[src/rtl/mdu_pkg.sv]
package mdu_pkg;
    localparam int BYTE_W  = 8;
    localparam int A_W     = 32;
    localparam int B_W     = 16;
    localparam int C_W     = 5;
    localparam int ADDR_W  = 4;
    localparam int RADDR_W = 3;
    localparam int A_BYTES = A_W / BYTE_W;
    localparam int B_BYTES = B_W / BYTE_W;
    localparam int IT_W    = $clog2(A_W) + 1;

    localparam logic [ADDR_W-1:0] ADR_BLO  = 4'd4;
    localparam logic [ADDR_W-1:0] ADR_BDIV = 4'd5;
    localparam logic [ADDR_W-1:0] ADR_BMUL = 4'd6;
    localparam logic [ADDR_W-1:0] ADR_SHF  = 4'd7;
    localparam logic [ADDR_W-1:0] ADR_OPC  = 4'd8;
    localparam logic [ADDR_W-1:0] ADR_CNT  = 4'd9;
    localparam logic [ADDR_W-1:0] ADR_BHI  = 4'd10;

    typedef enum logic [2:0] {
        OP_DIV32 = 3'd0,
        OP_DIV16 = 3'd1,
        OP_MUL   = 3'd2,
        OP_NORM  = 3'd3,
        OP_SHL   = 3'd4,
        OP_SHR   = 3'd5
    } op_e;

    typedef enum logic [1:0] {
        ST_IDLE,
        ST_PREP,
        ST_RUN,
        ST_FIX
    } st_e;
endpackage

[src/rtl/mdu_regs.sv]
module mdu_regs
    import mdu_pkg::*;
(
    input  logic              clk,
    input  logic              rst_n,
    input  logic              busy,
    input  logic              wr_en,
    input  logic [ADDR_W-1:0] wr_addr,
    input  logic [BYTE_W-1:0] wr_data,
    output logic [A_W-1:0]    opa,
    output logic [B_W-1:0]    opb,
    output logic [C_W-1:0]    shcnt,
    output logic              start,
    output op_e               op,
    output logic              sgn
);
    logic ahi;
    logic wr_ok;

    assign wr_ok = wr_en && !busy;

    // start decode: legacy triggers and the opcode command
    always_comb begin
        start = 1'b0;
        op    = OP_DIV32;
        sgn   = 1'b0;
        if (wr_ok) begin
            case (wr_addr)
                ADR_BDIV: begin
                    start = 1'b1;
                    op    = ahi ? OP_DIV32 : OP_DIV16;
                end
                ADR_BMUL: begin
                    start = 1'b1;
                    op    = OP_MUL;
                end
                ADR_SHF: begin
                    start = 1'b1;
                    op    = wr_data[6] ? OP_NORM : (wr_data[5] ? OP_SHR : OP_SHL);
                end
                ADR_OPC: begin
                    if (wr_data[2:0] <= 3'd5) begin
                        start = 1'b1;
                        op    = op_e'(wr_data[2:0]);
                        sgn   = wr_data[3];
                    end
                end
                default: ;
            endcase
        end
    end

    always_ff @(posedge clk or negedge rst_n) begin
        if (!rst_n) begin
            opa   <= '0;
            opb   <= '0;
            shcnt <= '0;
            ahi   <= 1'b0;
        end else if (wr_ok) begin
            for (int i = 0; i < A_BYTES; i++) begin
                if (wr_addr == ADDR_W'(i))
                    opa[i*BYTE_W +: BYTE_W] <= wr_data;
            end
            if (wr_addr == ADR_BLO)
                opb[BYTE_W-1:0] <= wr_data;
            if (wr_addr == ADR_BDIV || wr_addr == ADR_BMUL || wr_addr == ADR_BHI)
                opb[B_W-1:BYTE_W] <= wr_data;
            if (wr_addr == ADR_SHF || wr_addr == ADR_CNT)
                shcnt <= wr_data[C_W-1:0];
            if (start)
                ahi <= 1'b0;
            else if (wr_addr >= ADDR_W'(B_BYTES) && wr_addr < ADDR_W'(A_BYTES))
                ahi <= 1'b1;
        end
    end
endmodule

[src/rtl/mdu_core.sv]
module mdu_core
    import mdu_pkg::*;
(
    input  logic           clk,
    input  logic           rst_n,
    input  logic           start,
    input  op_e            op,
    input  logic           sgn,
    input  logic [A_W-1:0] opa,
    input  logic [B_W-1:0] opb,
    input  logic [C_W-1:0] shcnt,
    output logic           busy,
    output logic [A_W-1:0] res,
    output logic [B_W-1:0] rem,
    output logic           err,
    output logic [C_W-1:0] ncnt
);
    st_e            st, st_nx;
    op_e            op_q;
    logic           sgn_q, negq, negr, dz;
    logic [A_W-1:0] work;
    logic [B_W-1:0] pr, dv;
    logic [IT_W-1:0] cnt;

    logic [A_W-1:0] abs_a32;
    logic [B_W-1:0] abs_a16, abs_b;
    logic [B_W:0]   trial, diff, psum;
    logic           ge, zero_b, skip, last;

    always_comb begin
        abs_a32 = (sgn_q && opa[A_W-1]) ? -opa : opa;
        abs_a16 = (sgn_q && opa[B_W-1]) ? -opa[B_W-1:0] : opa[B_W-1:0];
        abs_b   = (sgn_q && opb[B_W-1]) ? -opb : opb;
        trial   = {pr, work[A_W-1]};
        diff    = trial - {1'b0, dv};
        ge      = trial >= {1'b0, dv};
        psum    = {1'b0, work[A_W-1:B_W]} + (work[0] ? {1'b0, dv} : '0);
        zero_b  = (opb == '0);
        case (op_q)
            OP_DIV32, OP_DIV16: skip = zero_b;
            OP_MUL:             skip = 1'b0;
            OP_NORM:            skip = (opa == '0) || opa[A_W-1];
            default:            skip = (shcnt == '0);
        endcase
        last = (op_q == OP_NORM) ? work[A_W-2] : (cnt == IT_W'(1));
    end

    // next-state logic
    always_comb begin
        st_nx = st;
        unique case (st)
            ST_IDLE: if (start) st_nx = ST_PREP;
            ST_PREP: st_nx = skip ? ST_FIX : ST_RUN;
            ST_RUN:  if (last) st_nx = ST_FIX;
            ST_FIX:  st_nx = ST_IDLE;
        endcase
    end

    // state register
    always_ff @(posedge clk or negedge rst_n) begin
        if (!rst_n) st <= ST_IDLE;
        else        st <= st_nx;
    end

    assign busy = (st != ST_IDLE);

    // datapath and outputs
    always_ff @(posedge clk or negedge rst_n) begin
        if (!rst_n) begin
            op_q <= OP_DIV32; sgn_q <= 1'b0; negq <= 1'b0; negr <= 1'b0; dz <= 1'b0;
            work <= '0; pr <= '0; dv <= '0; cnt <= '0;
            res  <= '0; rem <= '0; err <= 1'b0; ncnt <= '0;
        end else begin
            unique case (st)
                ST_IDLE: begin
                    if (start) begin
                        op_q  <= op;
                        sgn_q <= sgn;
                    end
                end
                ST_PREP: begin
                    err <= 1'b0; ncnt <= '0; dz <= 1'b0; pr <= '0;
                    negq <= 1'b0; negr <= 1'b0;
                    case (op_q)
                        OP_DIV32: begin
                            work <= abs_a32; dv <= abs_b; cnt <= IT_W'(A_W);
                            negq <= sgn_q & (opa[A_W-1] ^ opb[B_W-1]);
                            negr <= sgn_q & opa[A_W-1];
                            dz <= zero_b; err <= zero_b;
                        end
                        OP_DIV16: begin
                            work <= {abs_a16, {(A_W-B_W){1'b0}}}; dv <= abs_b; cnt <= IT_W'(B_W);
                            negq <= sgn_q & (opa[B_W-1] ^ opb[B_W-1]);
                            negr <= sgn_q & opa[B_W-1];
                            dz <= zero_b; err <= zero_b;
                        end
                        OP_MUL: begin
                            work <= {{(A_W-B_W){1'b0}}, abs_a16}; dv <= abs_b; cnt <= IT_W'(B_W);
                            negq <= sgn_q & (opa[B_W-1] ^ opb[B_W-1]);
                        end
                        default: begin
                            work <= opa; cnt <= {1'b0, shcnt};
                        end
                    endcase
                end
                ST_RUN: begin
                    cnt <= cnt - 1'b1;
                    case (op_q)
                        OP_DIV32, OP_DIV16: begin
                            pr   <= ge ? diff[B_W-1:0] : trial[B_W-1:0];
                            work <= {work[A_W-2:0], ge};
                        end
                        OP_MUL:  work <= {psum, work[B_W-1:1]};
                        OP_NORM: begin
                            work <= work << 1;
                            ncnt <= ncnt + 1'b1;
                        end
                        OP_SHL:  work <= work << 1;
                        default: work <= {sgn_q & work[A_W-1], work[A_W-1:1]};
                    endcase
                end
                ST_FIX: begin
                    if (dz) begin
                        res <= (op_q == OP_DIV32) ? '1 : {{(A_W-B_W){1'b0}}, {B_W{1'b1}}};
                        rem <= opa[B_W-1:0];
                    end else begin
                        case (op_q)
                            OP_DIV32: begin
                                res <= negq ? -work : work;
                                rem <= negr ? -pr : pr;
                            end
                            OP_DIV16: begin
                                res <= {{(A_W-B_W){1'b0}}, negq ? -work[B_W-1:0] : work[B_W-1:0]};
                                rem <= negr ? -pr : pr;
                            end
                            OP_MUL: begin
                                res <= negq ? -work : work;
                                rem <= '0;
                            end
                            default: begin
                                res <= work;
                                rem <= '0;
                            end
                        endcase
                    end
                end
            endcase
        end
    end
endmodule

[src/rtl/mdu_top.sv]
module mdu_top
    import mdu_pkg::*;
(
    input  logic               clk,
    input  logic               rst_n,
    input  logic               wr_en,
    input  logic [ADDR_W-1:0]  wr_addr,
    input  logic [BYTE_W-1:0]  wr_data,
    input  logic [RADDR_W-1:0] rd_addr,
    output logic [BYTE_W-1:0]  rd_data,
    output logic               busy
);
    logic           start_w, sgn_w, err_w;
    op_e            op_w;
    logic [A_W-1:0] opa_w, res_w;
    logic [B_W-1:0] opb_w, rem_w;
    logic [C_W-1:0] shcnt_w, ncnt_w;

    mdu_regs i_regs (
        .clk(clk), .rst_n(rst_n), .busy(busy),
        .wr_en(wr_en), .wr_addr(wr_addr), .wr_data(wr_data),
        .opa(opa_w), .opb(opb_w), .shcnt(shcnt_w),
        .start(start_w), .op(op_w), .sgn(sgn_w)
    );

    mdu_core i_core (
        .clk(clk), .rst_n(rst_n), .start(start_w), .op(op_w), .sgn(sgn_w),
        .opa(opa_w), .opb(opb_w), .shcnt(shcnt_w),
        .busy(busy), .res(res_w), .rem(rem_w), .err(err_w), .ncnt(ncnt_w)
    );

    always_comb begin
        rd_data = '0;
        case (rd_addr)
            3'd0: rd_data = res_w[0*BYTE_W +: BYTE_W];
            3'd1: rd_data = res_w[1*BYTE_W +: BYTE_W];
            3'd2: rd_data = res_w[2*BYTE_W +: BYTE_W];
            3'd3: rd_data = res_w[3*BYTE_W +: BYTE_W];
            3'd4: rd_data = rem_w[0 +: BYTE_W];
            3'd5: rd_data = rem_w[BYTE_W +: BYTE_W];
            3'd6: rd_data = {busy, err_w, 1'b0, ncnt_w};
            default: rd_data = '0;
        endcase
    end
endmodule

[config.mk]
export PLATFORM = sky130hd
export DESIGN_NAME = mdu_top
export DESIGN_NICKNAME = d
export VERILOG_FILES = /design/src/rtl/mdu_pkg.sv /design/src/rtl/mdu_regs.sv /design/src/rtl/mdu_core.sv /design/src/rtl/mdu_top.sv
export SDC_FILE = /design/constraint.sdc
export NUM_CORES = 1
export LEC_CHECK = 0
export BUFFER_PORTS_ARGS = -buffer_cell sky130_fd_sc_hd__buf_2
export CORE_MARGIN = 2
export CORE_UTILIZATION = 41
export DETAILED_ROUTE_END_ITERATION = 8
export MAX_ROUTING_LAYER = met4
export PLACE_DENSITY = 0.57
export RECOVER_POWER = 100
export SYNTH_ARGS = -nofsm -noshare
export SYNTH_HDL_FRONTEND = slang
export SYNTH_SLANG_ARGS = --single-unit
export TNS_END_PERCENT = 10
[constraint.sdc]
create_clock -name clk -period 4.3 [get_ports clk]
set_input_delay 0 -clock clk [delete_from_list [all_inputs] [get_ports clk]]
set_output_delay 0 -clock clk [all_outputs]
set_load 0.005 [all_outputs]
==> results of run 1 <==
worst max-delay path by stage:
stage	start	to	slack, ns	cells after the start
detailed placement	i_core.op_q[0]	i_core.st[0]	0.74	6
finish	i_core.st[0]	i_core.work[29]	0.44	9
global placement	i_core.op_q[0]	i_core.st[0]	0.80	6
CTS	i_core.op_q[0]	i_core.st[0]	0.73	6
global route	i_core.st[0]	i_core.work[29]	0.24	9
floorplan	i_regs.opa[1]	i_core.work[12]	1.50	11
worst min-delay path, cell delays in order:
cell,delay [ns]
buf_2,0.18
a41oi_1,0.18
a21oi_1,0.08
metal layers:
metal / up-vias / global-route usage (%) / routed length [um]
met1: 6097 / 39.4 / 21200
met5: - / - / 0
met4: 0 / 9.81 / 1490
met3: 95 / 5.01 / 3080
met2: 499 / 43.4 / 20900
li1: 5740 / - / -
sequential cells by signal, indices dropped and copies added (netlist names), 2 cells and up:
signal	flops
i_core.cnt	6
i_core.dv	16
i_core.ncnt	5
i_core.op_q	3
i_core.pr	16
i_core.rem	16
i_core.res	32
i_core.st	2
i_core.work	32
i_regs.opa	32
i_regs.opb	16
i_regs.shcnt	5
metrics by stage:
step                      power (mW)  instances  area, sq um
after CTS                       11.9       2018        14500
after global placement          10.2       1975        13900
final                           12.0       2018        14500
after floorplan                 7.99       1586        13400
after detailed placement        10.3       1975        13900
after global routing            12.8       2018        14500
cell usage after synthesis, types with 36 or more instances:
| library cell | count |
|---|---|
| dfrtp_1 | 186 |
| nand3_1 | 36 |
| mux2_2 | 58 |
| nor2_1 | 174 |
| nand2_1 | 123 |
| mux2i_1 | 36 |
| ha_1 | 44 |
| o21ai_0 | 129 |
| xnor2_1 | 52 |
| xor2_1 | 48 |
| a21oi_1 | 146 |
| inv_1 | 56 |
| clkbuf_1 | 88 |
cell usage in the layout, fill, tap and decap left out, types with 8 or more instances in the layout:
master and n:
a211oi_1 16, a21o_1 12, a21oi_1 145, a221oi_1 20, a22oi_1 16, a31oi_1 24, and2_1 10, buf_2 18
buf_4 19, clkbuf_1 14, clkbuf_16 17, dfrtp_1 186, dlygate4sd3_1 11, ha_1 44, inv_1 56, mux2_2 58
mux2i_1 36, nand2_1 123, nand3_1 36, nand4_1 9, nor2_1 174, nor2b_1 17, nor3_1 29, nor4_1 14
o211ai_1 15, o21a_1 14, o21ai_0 130, o221ai_1 12, o22ai_1 13, o311ai_0 11, o31ai_1 20, o41ai_1 8
or3_1 13, or4_1 10, xnor2_1 52, xor2_1 48
layout make-up:
| type | instances | area [sq um] |
|---|---|---|
| Clock inverter | 13 | 109 |
| Clock buffer | 19 | 443 |
| Multi-Input combinational cell | 1234 | 8090 |
| Fill cell | 3301 | 17900 |
| Tap cell | 442 | 553 |
| Sequential cell | 186 | 4650 |
| Timing Repair Buffer | 65 | 414 |
| Inverter | 59 | 221 |
logic make-up (layout without fill, tap and decap cells):
kind of cell / after synthesis / count (layout)
adders and majority gates: 46 / 46
AOI/OAI and AO/OA: 503 / 503
muxes: 99 / 99
buffers and inverters: 166 / 156
DFF: 186 / 186
and+or+nand+nor: 486 / 486
xor gates and xnor gates: 100 / 100
what timing repair did:
item	CTS	global route
hold buffers	11	0
resized for setup	0	0
hold endpoints to repair	113	0
power breakdown:
| part | total, mW | switching [mW] | internal [mW] |
|---|---|---|---|
| sequential | 3.68 | 1.17 | 2.51 |
| clock | 1.57 | 0.799 | 0.772 |
| combinational | 6.74 | 4.21 | 2.53 |
| total | 12.0 | 6.18 | 5.81 |
==> results.txt, run 1 <==
----------------------------------------------------
[Yosys]
  Post-synth net total ... 1650
  Leading cell types by total area after synthesis ... dfrtp_1 35%, a21oi_1 5.5%, mux2_2 4.9%
  Post-synthesis sequential area ratio ... 34.7%
  Share of the synthesized area in the top cell type ... 34.7%
  Post-synthesis share of cell area spent on and, or, nand and nor gates ... 17.3%
  Area leader, netlist ... dfrtp_1
  Number of synthesized register bits ... 186
  Fraction of the mapped netlist area in compound gates ... 23.7%
  Count of distinct cell types in the synthesized netlist ... 76
  Gate Count Post-Synth ... 1586
  Post-Synth XOR/XNOR Area ... 6.54%
  Number of synthesized flops with an enable pin ... 0
  Netlist area before placement ... 13400 sq um
  Multiplexer fraction of the synthesized cell area ... 8.40%
  Syn. warnings ... 0
  Fraction of the mapped netlist area in adder cells ... 4.41%
  Async set-reset flop share out of synthesis ... 100%
  Avg Inst Size Synth ... 8.45 sq um
  Most instantiated flip-flop cell in the synthesis netlist ... dfrtp_1
  Dominant combinational cell family by area after synthesis ... compound AO/OA/AOI/OAI gates

[Route]
  DRC violations left ... 0
  Post-detailed-route wirelength per cell ... 23.1 um
  Sum of routed wire length over all layers ... 46.7 mm
  DR vias/cell ... 6.16
  Number of nets with antenna violations after routing ... 0
  Initial drt markers ... 1249
  Detailed-routing iteration count for the pre-antenna-repair pass ... 5
  Total number of vias ... 12400

[STA]
  Slew at the pin closest to its max-slew limit ... 2.65 ns
  Worst Skew ... 0.0123 ns
  Max-slew headroom at the worst pin ... -76.8%
  Period minus WS final ... 3.86 ns
  Hold Worst Slack ... 0.0282 ns
  Count of final max-slew check failures ... 329
  Max frequency ... 259 MHz
  Number of hold-slack violations in the final timing report ... 0
  Final setup violation count ... 0
  Unrepaired setup endpoints after global routing ... no
  Final setup margin ... 0.436 ns
  Total Negative Setup Slacks ... 0 ns
  Period utilization ... 89.9%

[Setup path]
  Critical Path Max Stage Delay ... 1.22 ns
  Kind of cell with the highest combined delay on the critical path ... buffers and inverters
  Cells along the critical path ... inv_1, ha_1, clkbuf_1, nand2_1, clkbuf_1, a211oi_1, o21ai_0, a211oi_1, a211oi_1
  Reg2Reg Launch Point ... i_core.st[0]
  Crit path top cell by count ... a211oi_1
  Data arrival at the endpoint of the critical path ... 4.21 ns
  Flop2flop setup slack ... 0.44 ns
  Endpoint type of the worst setup path ... register
  End of the worst register-to-register path ... i_core.work[29]
  Critical path data required time ... 4.64 ns
  Cell count of the worst reg-to-reg path ... 9
  Cell at the slowest stage of the critical path ... clkbuf_1
  Worst path buffer plus inverter count ... 3
  CP startpoint kind ... register
  Maximum fanout along the worst path ... 37
  Start-to-end type of the worst setup path ... reg2reg

[Final layout]
  Final-stage net count ... 1627
  Number of diodes ... 0
  Post-Route Utilization ... 44.7%
  Share of final-layout standard cells stronger than drive strength 1 ... 9.90%
  Synthesis-to-layout area growth ... 8.08%

[Outcome]
  Violations in the final reports ... max-capacitance violations, max-slew violations
  Run status ... complete, but fails checks

[Global route]
  Total grt overflow ... 0
  Global routing usage summed across all routing layers ... 28.9%
  Wire length of the first global-routing pass ... 72.1 mm
  Number of antenna violations at the first check in global routing ... 0
  Vias in the first global route ... 11800
  Largest net degree at the start of global routing ... 109

[Die]
  I/O pin count ... 27
  Overall die height ... 185 um
  Number of placement rows ... 66
  Die W ... 185 um
  Effective utilization at floorplan ... 41.4%
  Core area ... 32400 sq um
  Die Footprint ... 34100 sq um

[Clock tree]
  Buffers from clock root to sink, at most ... 2
  Number of buffers created by CTS ... 17
  Deepest level of the CTS H-tree ... 4
  Clk Latency, worst-skew pair ... 0.47 ns
  Clock Root Buffer ... clkbuf_16
  Clock transition time at the flip-flop clock pins of the worst setup and hold paths ... 0.08 ns
  Number of clock sinks seen by CTS ... 186
  Number of setup buffers added after CTS ... 0
  TritonCTS clock tree ... yes

[Hold path]
  Cell depth of the worst min-delay path ... 3
  Endpoint, Worst Hold ... i_core.op_q[1]
  Class of the most critical hold timing path ... in2reg
  Worst hold path startpoint ... wr_addr[0]

[Power]
  Power density over the cells ... 828 nW/um^2
  Reported leakage power ... 6.09 nW
  Max VDD drop ... 531 uV

[Place]
  HPWL after detailed placement ... 34.2 mm
  Number of buffers inserted by port buffering ... 26
  Final weighted congestion in routability-driven placement ... 1.02
  Pre-CTS setup slack ... 0.739 ns

[Job]
  Number of violations of the max-capacitance limit ... 5

----------------------------------------------------
No activity file was read; power rests on OpenSTA's default activity.
==> inputs of run 2 (changes only) <==
--- a/config.mk
+++ b/config.mk
@@ -5,12 +5,12 @@
 export SDC_FILE = /design/constraint.sdc
 export NUM_CORES = 1
 export LEC_CHECK = 0
-export BUFFER_PORTS_ARGS = -buffer_cell sky130_fd_sc_hd__buf_2
-export CORE_MARGIN = 2
+export CORE_MARGIN = 4
 export CORE_UTILIZATION = 41
 export DETAILED_ROUTE_END_ITERATION = 8
+export DONT_BUFFER_PORTS = 1
 export MAX_ROUTING_LAYER = met4
-export PLACE_DENSITY = 0.57
+export PLACE_DENSITY = 0.56
 export RECOVER_POWER = 100
 export SYNTH_ARGS = -nofsm -noshare
 export SYNTH_HDL_FRONTEND = slang
==> constraint.sdc (replaced) <==
create_clock -name clk -period 4.3 [get_ports clk]
set_input_delay 0 -clock clk [delete_from_list [all_inputs] [get_ports clk]]
set_output_delay 0 -clock clk [all_outputs]
set_load 0.05 [all_outputs]
==> run 2 against run 1 <==
  * The run ends with negative hold slack, max-capacitance violations, max-slew violations left
  * Register-to-register slack better by 0.19 ns
  * Setup slack gained 0.19 ns
  * Cell count down 1.4%
  * Utilization is 0.23 points higher
  * Highest routed layer unchanged
==> results.txt, run 2 (same netlist as run 1, synthesis figures left out) <==
----------------------------------------------------
[Outcome]
  Run status ... complete, but fails checks (unchanged)
  Violations in the final reports ... negative hold slack, max-capacitance violations, max-slew violations (was max-capacitance violations, max-slew violations)

[STA]
  Max frequency ... 272 MHz (was 259 MHz)
  Total Negative Setup Slacks ... 0 ns (unchanged)
  Unrepaired setup endpoints after global routing ... no (unchanged)
  Max-slew headroom at the worst pin ... -85.0% (was -76.8%)
  Hold Worst Slack ... -0.765 ns (was 0.0282 ns)
  Slew at the pin closest to its max-slew limit ... 2.77 ns (was 2.65 ns)
  Number of hold-slack violations in the final timing report ... 186 (was 0)
  Worst Skew ... 0.0109 ns (was 0.0123 ns)
  Count of final max-slew check failures ... 68 (was 329)
  Period minus WS final ... 3.68 ns (was 3.86 ns)
  Final setup violation count ... 0 (unchanged)
  Period utilization ... 85.5% (was 89.9%)

[Route]
  Initial drt markers ... 1211 (was 1249)
  Sum of routed wire length over all layers ... 47.5 mm (was 46.7 mm)
  DRC violations left ... 0 (unchanged)
  Detailed-routing iteration count for the pre-antenna-repair pass ... 6 (was 5)
  Total number of vias ... 12300 (was 12400)
  Post-detailed-route wirelength per cell ... 23.9 um (was 23.1 um)
  DR vias/cell ... 6.19 (was 6.16)
  Number of nets with antenna violations after routing ... 0 (unchanged)

[Setup path]
  Endpoint type of the worst setup path ... register (unchanged)
  Maximum fanout along the worst path ... 20 (was 37)
  Data arrival at the endpoint of the critical path ... 4.05 ns (was 4.21 ns)
  Start-to-end type of the worst setup path ... reg2reg (unchanged)
  Critical path data required time ... 4.68 ns (was 4.64 ns)
  CP startpoint kind ... register (unchanged)
  Flop2flop setup slack ... 0.62 ns (was 0.44 ns)

[Clock tree]
  Number of setup buffers added after CTS ... 0 (unchanged)
  Clk Latency, worst-skew pair ... 0.46 ns (was 0.47 ns)
  Hold-fix buffers at CTS ... 13 (was 11)
  Buffers from clock root to sink, at most ... 2 (unchanged)
  TritonCTS clock tree ... yes (unchanged)
  Clock Root Buffer ... clkbuf_16 (unchanged)
  Deepest level of the CTS H-tree ... 4 (unchanged)
  Number of gates given a new drive strength after cts ... 0 (unchanged)
  Number of clock sinks seen by CTS ... 186 (unchanged)
  Clock transition time at the flip-flop clock pins of the worst setup and hold paths ... 0.07 ns (was 0.08 ns)
  Number of buffers created by CTS ... 17 (unchanged)

[Place]
  Final weighted congestion in routability-driven placement ... 0.956 (was 1.02)
  Number of buffers inserted by port buffering ... 0 (was 26)
  HPWL after detailed placement ... 35.0 mm (was 34.2 mm)
  Cell area after placement ... 13700 sq um (was 13900 sq um)

[Die]
  Overall die height ... 189 um (was 185 um)
  Number of placement rows ... 65 (was 66)
  Effective utilization at floorplan ... 42.0% (was 41.4%)
  Core area ... 31900 sq um (was 32400 sq um)
  I/O pin count ... 27 (unchanged)
  Die Footprint ... 35600 sq um (was 34100 sq um)
  Die W ... 189 um (was 185 um)

[Final layout]
  Final-stage net count ... 1606 (was 1627)
  Synthesis-to-layout area growth ... 6.97% (was 8.08%)
  Commonest non-fill, non-tap cells in the layout ... 186 x dfrtp_1, 174 x nor2_1, 144 x a21oi_1 (was 186 x dfrtp_1, 174 x nor2_1, 145 x a21oi_1)
  Most frequent standard cell in the layout excluding fill and tap cells ... dfrtp_1 (unchanged)
  Final instance area ... 14300 sq um (was 14500 sq um)
  Share of final-layout standard cells stronger than drive strength 1 ... 8.23% (was 9.90%)
  Number of diodes ... 0 (unchanged)
  Fill count ... 3250 (was 3301)
  Regs by FF count ... i_core.res (32), i_core.work (32), i_regs.opa (32) (unchanged)

[Job]
  Number of violations of the max-capacitance limit ... 3 (was 5)

[Hold path]
  Class of the most critical hold timing path ... in2async (was in2reg)

[Global route]
  Largest net degree at the start of global routing ... 187 (was 109)
  Vias in the first global route ... 11700 (was 11800)
  Global routing usage summed across all routing layers ... 27.1% (was 28.9%)
  Wire length of the first global-routing pass ... 72.9 mm (was 72.1 mm)
  Number of antenna violations at the first check in global routing ... 0 (unchanged)
  Total grt overflow ... 0 (unchanged)

[Power]
  Max VDD drop ... 388 uV (was 531 uV)
  Reported leakage power ... 5.99 nW (was 6.09 nW)
  Power density over the cells ... 834 nW/um^2 (was 828 nW/um^2)

----------------------------------------------------
## run 2: cell type report
cell class              count  area, sq um  area share [%]
multi-input cells        1234         8060            56.2
flip-flops and latches    186         4650            32.5
well taps                 435          544            3.80
clock buffers              24          472            3.29
repair buffers             44          325            2.27
inverters                  59          221            1.54
clock inverters             8         62.6           0.436
## run 2: report_power, final
group          internal [mW]  switching [mW]  total, mW
Sequential              2.51            1.17       3.68
Clock                  0.776           0.729       1.51
Combinational           2.49            4.27       6.76
## run 2: through the flow
step / std cells / setup WS (ns) / utilization (%) / power, mW
finish: 1990 / 0.624 / 45.0 / 11.9
global route: 1990 / 0.452 / 45.0 / 12.8
CTS: 1990 / 1.09 / 45.2 / 11.9
detailed placement: 1945 / 1.12 / 43.1 / 10.3
global placement: 1945 / 1.13 / 43.1 / 10.3
floorplan: 1586 / 1.50 / - / 8.10
## run 2: worst paths after layout
path                                startpoint         endpoint  cells after the start
worst max-delay path            i_core.op_q[0]   i_core.res[16]                      8
worst min-delay path                     rst_n   i_core.res[10]                      0
worst max register to register  i_core.op_q[0]   i_core.res[16]                      8
worst min register to register  i_core.rem[13]   i_core.rem[13]                      1
max in group asynchronous                rst_n    i_regs.opb[8]                      0
min in group clk                    wr_addr[3]  i_regs.shcnt[4]                      3
## run 2: layer usage
layer | GRT usage (%) | share of wire [%] | up-vias
met2 | 41.6 | 45 | 488
met1 | 38.1 | 46 | 6041
li1 | - | - | 5723
met3 | 4.09 | 6.5 | 63
met5 | - | 0 | -
met4 | 6.19 | 2.0 | 0
## run 2: worst max-delay path, cell delays in order (launching register included)
cell	delay, ns
dfrtp_1	0.67
clkbuf_1	0.32
a21oi_1	0.18
clkbuf_1	0.80
nand2_1	0.67
a21oi_1	0.36
xnor2_1	0.10
or3_1	0.35
a21oi_1	0.15
==> inputs of run 3 (changes only) <==
--- a/config.mk
+++ b/config.mk
@@ -12,6 +12,8 @@
 export MAX_ROUTING_LAYER = met4
 export PLACE_DENSITY = 0.56
 export RECOVER_POWER = 100
+export REMOVE_ABC_BUFFERS = 1
+export SKIP_CTS_REPAIR_TIMING = 1
 export SYNTH_ARGS = -nofsm -noshare
 export SYNTH_HDL_FRONTEND = slang
 export SYNTH_SLANG_ARGS = --single-unit
==> run 3 against run 2 <==
  * The flow still finishes with violations (negative hold slack, max-capacitance violations, max-slew violations)
  * Critical path depth increased by 1
  * Routed wire length decreased by 0.12%
  * Sequential power decreased by 3%
  * Clock power increased by 6%
  * Via count decreased by 0.14%
  * Die area unchanged
  * Design area increased by 0.65%
  * Global-route usage about the same
  * Non-clock buffer count increased by 5
  * Cell count increased by 0.25%
  * Worst hold slack improved by 0.0061 ns
==> results.txt, run 3 (same netlist as run 1, synthesis figures left out) <==
----------------------------------------------------
[Die]
  I/O pin count ... 27 (unchanged)
  Die W ... 189 um (unchanged)
  Overall die height ... 189 um (unchanged)
  Die Footprint ... 35600 sq um (unchanged)
  Effective utilization at floorplan ... 42.0% (unchanged)
  Number of placement rows ... 65 (unchanged)
  Core area ... 31900 sq um (unchanged)

[Final layout]
  Post-Route Utilization ... 45.3% (was 45.0%)
  Commonest non-fill, non-tap cells in the layout ... 186 x dfrtp_1, 174 x nor2_1, 145 x a21oi_1 (was 186 x dfrtp_1, 174 x nor2_1, 144 x a21oi_1)
  Synthesis-to-layout area growth ... 7.67% (was 6.97%)
  Share of final-layout standard cells stronger than drive strength 1 ... 8.72% (was 8.23%)
  Final-stage net count ... 1611 (was 1606)
  Most frequent standard cell in the layout excluding fill and tap cells ... dfrtp_1 (unchanged)
  Regs by FF count ... i_core.res (32), i_core.work (32), i_regs.opa (32) (unchanged)
  Number of diodes ... 0 (unchanged)

[Place]
  HPWL after detailed placement ... 34.8 mm (was 35.0 mm)
  Final weighted congestion in routability-driven placement ... 1.00 (was 0.956)
  Number of buffers inserted by port buffering ... 0 (unchanged)

[Global route]
  Vias in the first global route ... 11700 (about the same)
  Wire length of the first global-routing pass ... 72.7 mm (was 72.9 mm)
  Global routing usage summed across all routing layers ... 27.1% (about the same)
  Largest net degree at the start of global routing ... 187 (unchanged)
  Global routing usage on met3 ... 4.89% (was 4.09%)
  Total grt overflow ... 0 (unchanged)
  Met1 track demand over resource ... 37.7% (was 38.1%)
  Met2 global-route usage ... 40.4% (was 41.6%)
  Routing layer with the top usage in global route ... met2 (unchanged)
  Number of antenna violations at the first check in global routing ... 0 (unchanged)

[Clock tree]
  Number of clock sinks seen by CTS ... 186 (unchanged)
  Clk Latency, worst-skew pair ... 0.46 ns (about the same)
  Number of buffers created by CTS ... 17 (unchanged)
  TritonCTS clock tree ... yes (unchanged)
  Clock Root Buffer ... clkbuf_16 (unchanged)
  Deepest level of the CTS H-tree ... 4 (unchanged)
  Buffers from clock root to sink, at most ... 2 (unchanged)
  Clock transition time at the flip-flop clock pins of the worst setup and hold paths ... 0.08 ns (was 0.07 ns)

[Setup path]
  Kind of cell with the highest combined delay on the critical path ... simple AND/OR/NAND/NOR gates (was buffers and inverters)
  Cells along the critical path ... inv_1, ha_1, or3b_1, or4_1, nor3_1, a31o_2, a31oi_1, nor3b_1, a2bb2oi_1 (was clkbuf_1, a21oi_1, clkbuf_1, nand2_1, a21oi_1, xnor2_1, or3_1, a21oi_1)
  Reg2Reg Launch Point ... i_regs.opa[1] (was i_core.op_q[0])
  Maximum fanout along the worst path ... 7 (was 20)
  Data arrival at the endpoint of the critical path ... 3.90 ns (was 4.05 ns)
  Worst path buffer plus inverter count ... 1 (was 2)
  Cell count of the worst reg-to-reg path ... 9 (was 8)
  CP startpoint kind ... register (unchanged)
  Cell at the slowest stage of the critical path ... nor3_1 (was clkbuf_1)
  Endpoint type of the worst setup path ... register (unchanged)
  Critical Path Max Stage Delay ... 0.69 ns (was 0.80 ns)
  Flop2flop setup slack ... 0.78 ns (was 0.62 ns)
  End of the worst register-to-register path ... i_core.st[0] (was i_core.res[16])
  Critical path data required time ... 4.68 ns (about the same)
  Start-to-end type of the worst setup path ... reg2reg (unchanged)

[STA]
  Total Negative Setup Slacks ... 0 ns (unchanged)
  Count of final max-slew check failures ... 1 (was 68)
  Number of hold-slack violations in the final timing report ... 191 (was 186)
  Slew at the pin closest to its max-slew limit ... 1.49 ns (was 2.77 ns)
  Final setup violation count ... 0 (unchanged)
  Unrepaired setup endpoints after global routing ... no (unchanged)
  Period minus WS final ... 3.52 ns (was 3.68 ns)
  Worst Skew ... 0.00831 ns (was 0.0109 ns)
  Hold Worst Slack ... -0.759 ns (was -0.765 ns)
  Period utilization ... 81.9% (was 85.5%)
  Max-slew headroom at the worst pin ... -0.114% (was -85.0%)
  Max frequency ... 284 MHz (was 272 MHz)

[Route]
  Detailed-routing iteration count for the pre-antenna-repair pass ... 5 (was 6)
  Total number of vias ... 12300 (about the same)
  Sum of routed wire length over all layers ... 47.5 mm (about the same)
  Post-detailed-route wirelength per cell ... 23.8 um (was 23.9 um)
  DR vias/cell ... 6.16 (was 6.19)
  Number of nets with antenna violations after routing ... 0 (unchanged)
  DRC violations left ... 0 (unchanged)
  Initial drt markers ... 1179 (was 1211)

[Power]
  Reported leakage power ... 6.05 nW (was 5.99 nW)
  Power density over the cells ... 834 nW/um^2 (about the same)
  Max VDD drop ... 380 uV (was 388 uV)

[Outcome]
  Violations in the final reports ... negative hold slack, max-capacitance violations, max-slew violations (unchanged)
  Run status ... complete, but fails checks (unchanged)

[Hold path]
  Class of the most critical hold timing path ... in2async (unchanged)

[Job]
  Number of violations of the max-capacitance limit ... 2 (was 3)

----------------------------------------------------
[run 3: cell types whose count changed in the layout (fill, tap and decap cells not counted), moves of 2 or more]
cell,before,now
clkbuf_8,2,0
clkinv_4,2,5
clkbuf_1,15,10
clkinv_8,0,2
dlygate4sd3_1,13,15
clkinvlp_4,2,0
buf_4,21,24
inv_8,1,6
[run 3: how the worst max path moves through the flow]
stage	from	to	slack, ns	depth (start not counted)
floorplan	i_core.pr[3]	i_core.pr[10]	0.96	8
global placement	i_regs.opa[1]	i_core.work[28]	1.20	9
detailed placement	i_regs.opa[1]	i_core.work[30]	1.18	9
CTS	i_regs.opa[1]	i_core.work[30]	1.15	9
global route	i_core.op_q[0]	i_core.work[31]	0.60	8
finish	i_regs.opa[1]	i_core.st[0]	0.78	9
[run 3: routing by layer]
metal,wire [um],vias up
met3,3170,72
met1,21700,6065
li1,-,5718
met5,0,-
met4,1300,0
met2,21300,443
[run 3: area by class of cell]
class | instances | area [sq um]
Fill cell | 3260 | 17500
Multi-Input combinational cell | 1234 | 8060
Sequential cell | 186 | 4650
Tap cell | 435 | 544
Clock buffer | 17 | 425
Timing Repair Buffer | 49 | 368
Inverter | 59 | 221
Clock inverter | 15 | 158
[run 3: through the flow]
step | instance area, sq um | setup slack, ns | hold slack, ns | instances | power [mW]
2_1_floorplan | 13000 | 0.956 | -0.296 | 1479 | 7.87
3_3_place_gp | 13800 | 1.20 | -0.282 | 1948 | 10.3
3_5_place_dp | 13800 | 1.18 | -0.281 | 1948 | 10.3
4_1_cts | 14400 | 1.15 | -0.780 | 1980 | 12.0
5_1_grt | 14400 | 0.597 | -0.785 | 1995 | 12.9
6_report | 14400 | 0.779 | -0.759 | 1995 | 12.0
[run 3: worst reg2reg max path, stage by stage, from the launching register on]
cell and delay, ns:
dfrtp_1 0.46, inv_1 0.13, ha_1 0.23, or3b_1 0.49, or4_1 0.64, nor3_1 0.69, a31o_2 0.28, a31oi_1 0.09
nor3b_1 0.24, a2bb2oi_1 0.20
[run 3: report_power, final]
group	total, mW	switching (mW)	internal (mW)
registers	3.58	1.07	2.51
clock network	1.60	0.826	0.779
logic	6.85	4.35	2.50
total	12.0	6.24	5.79
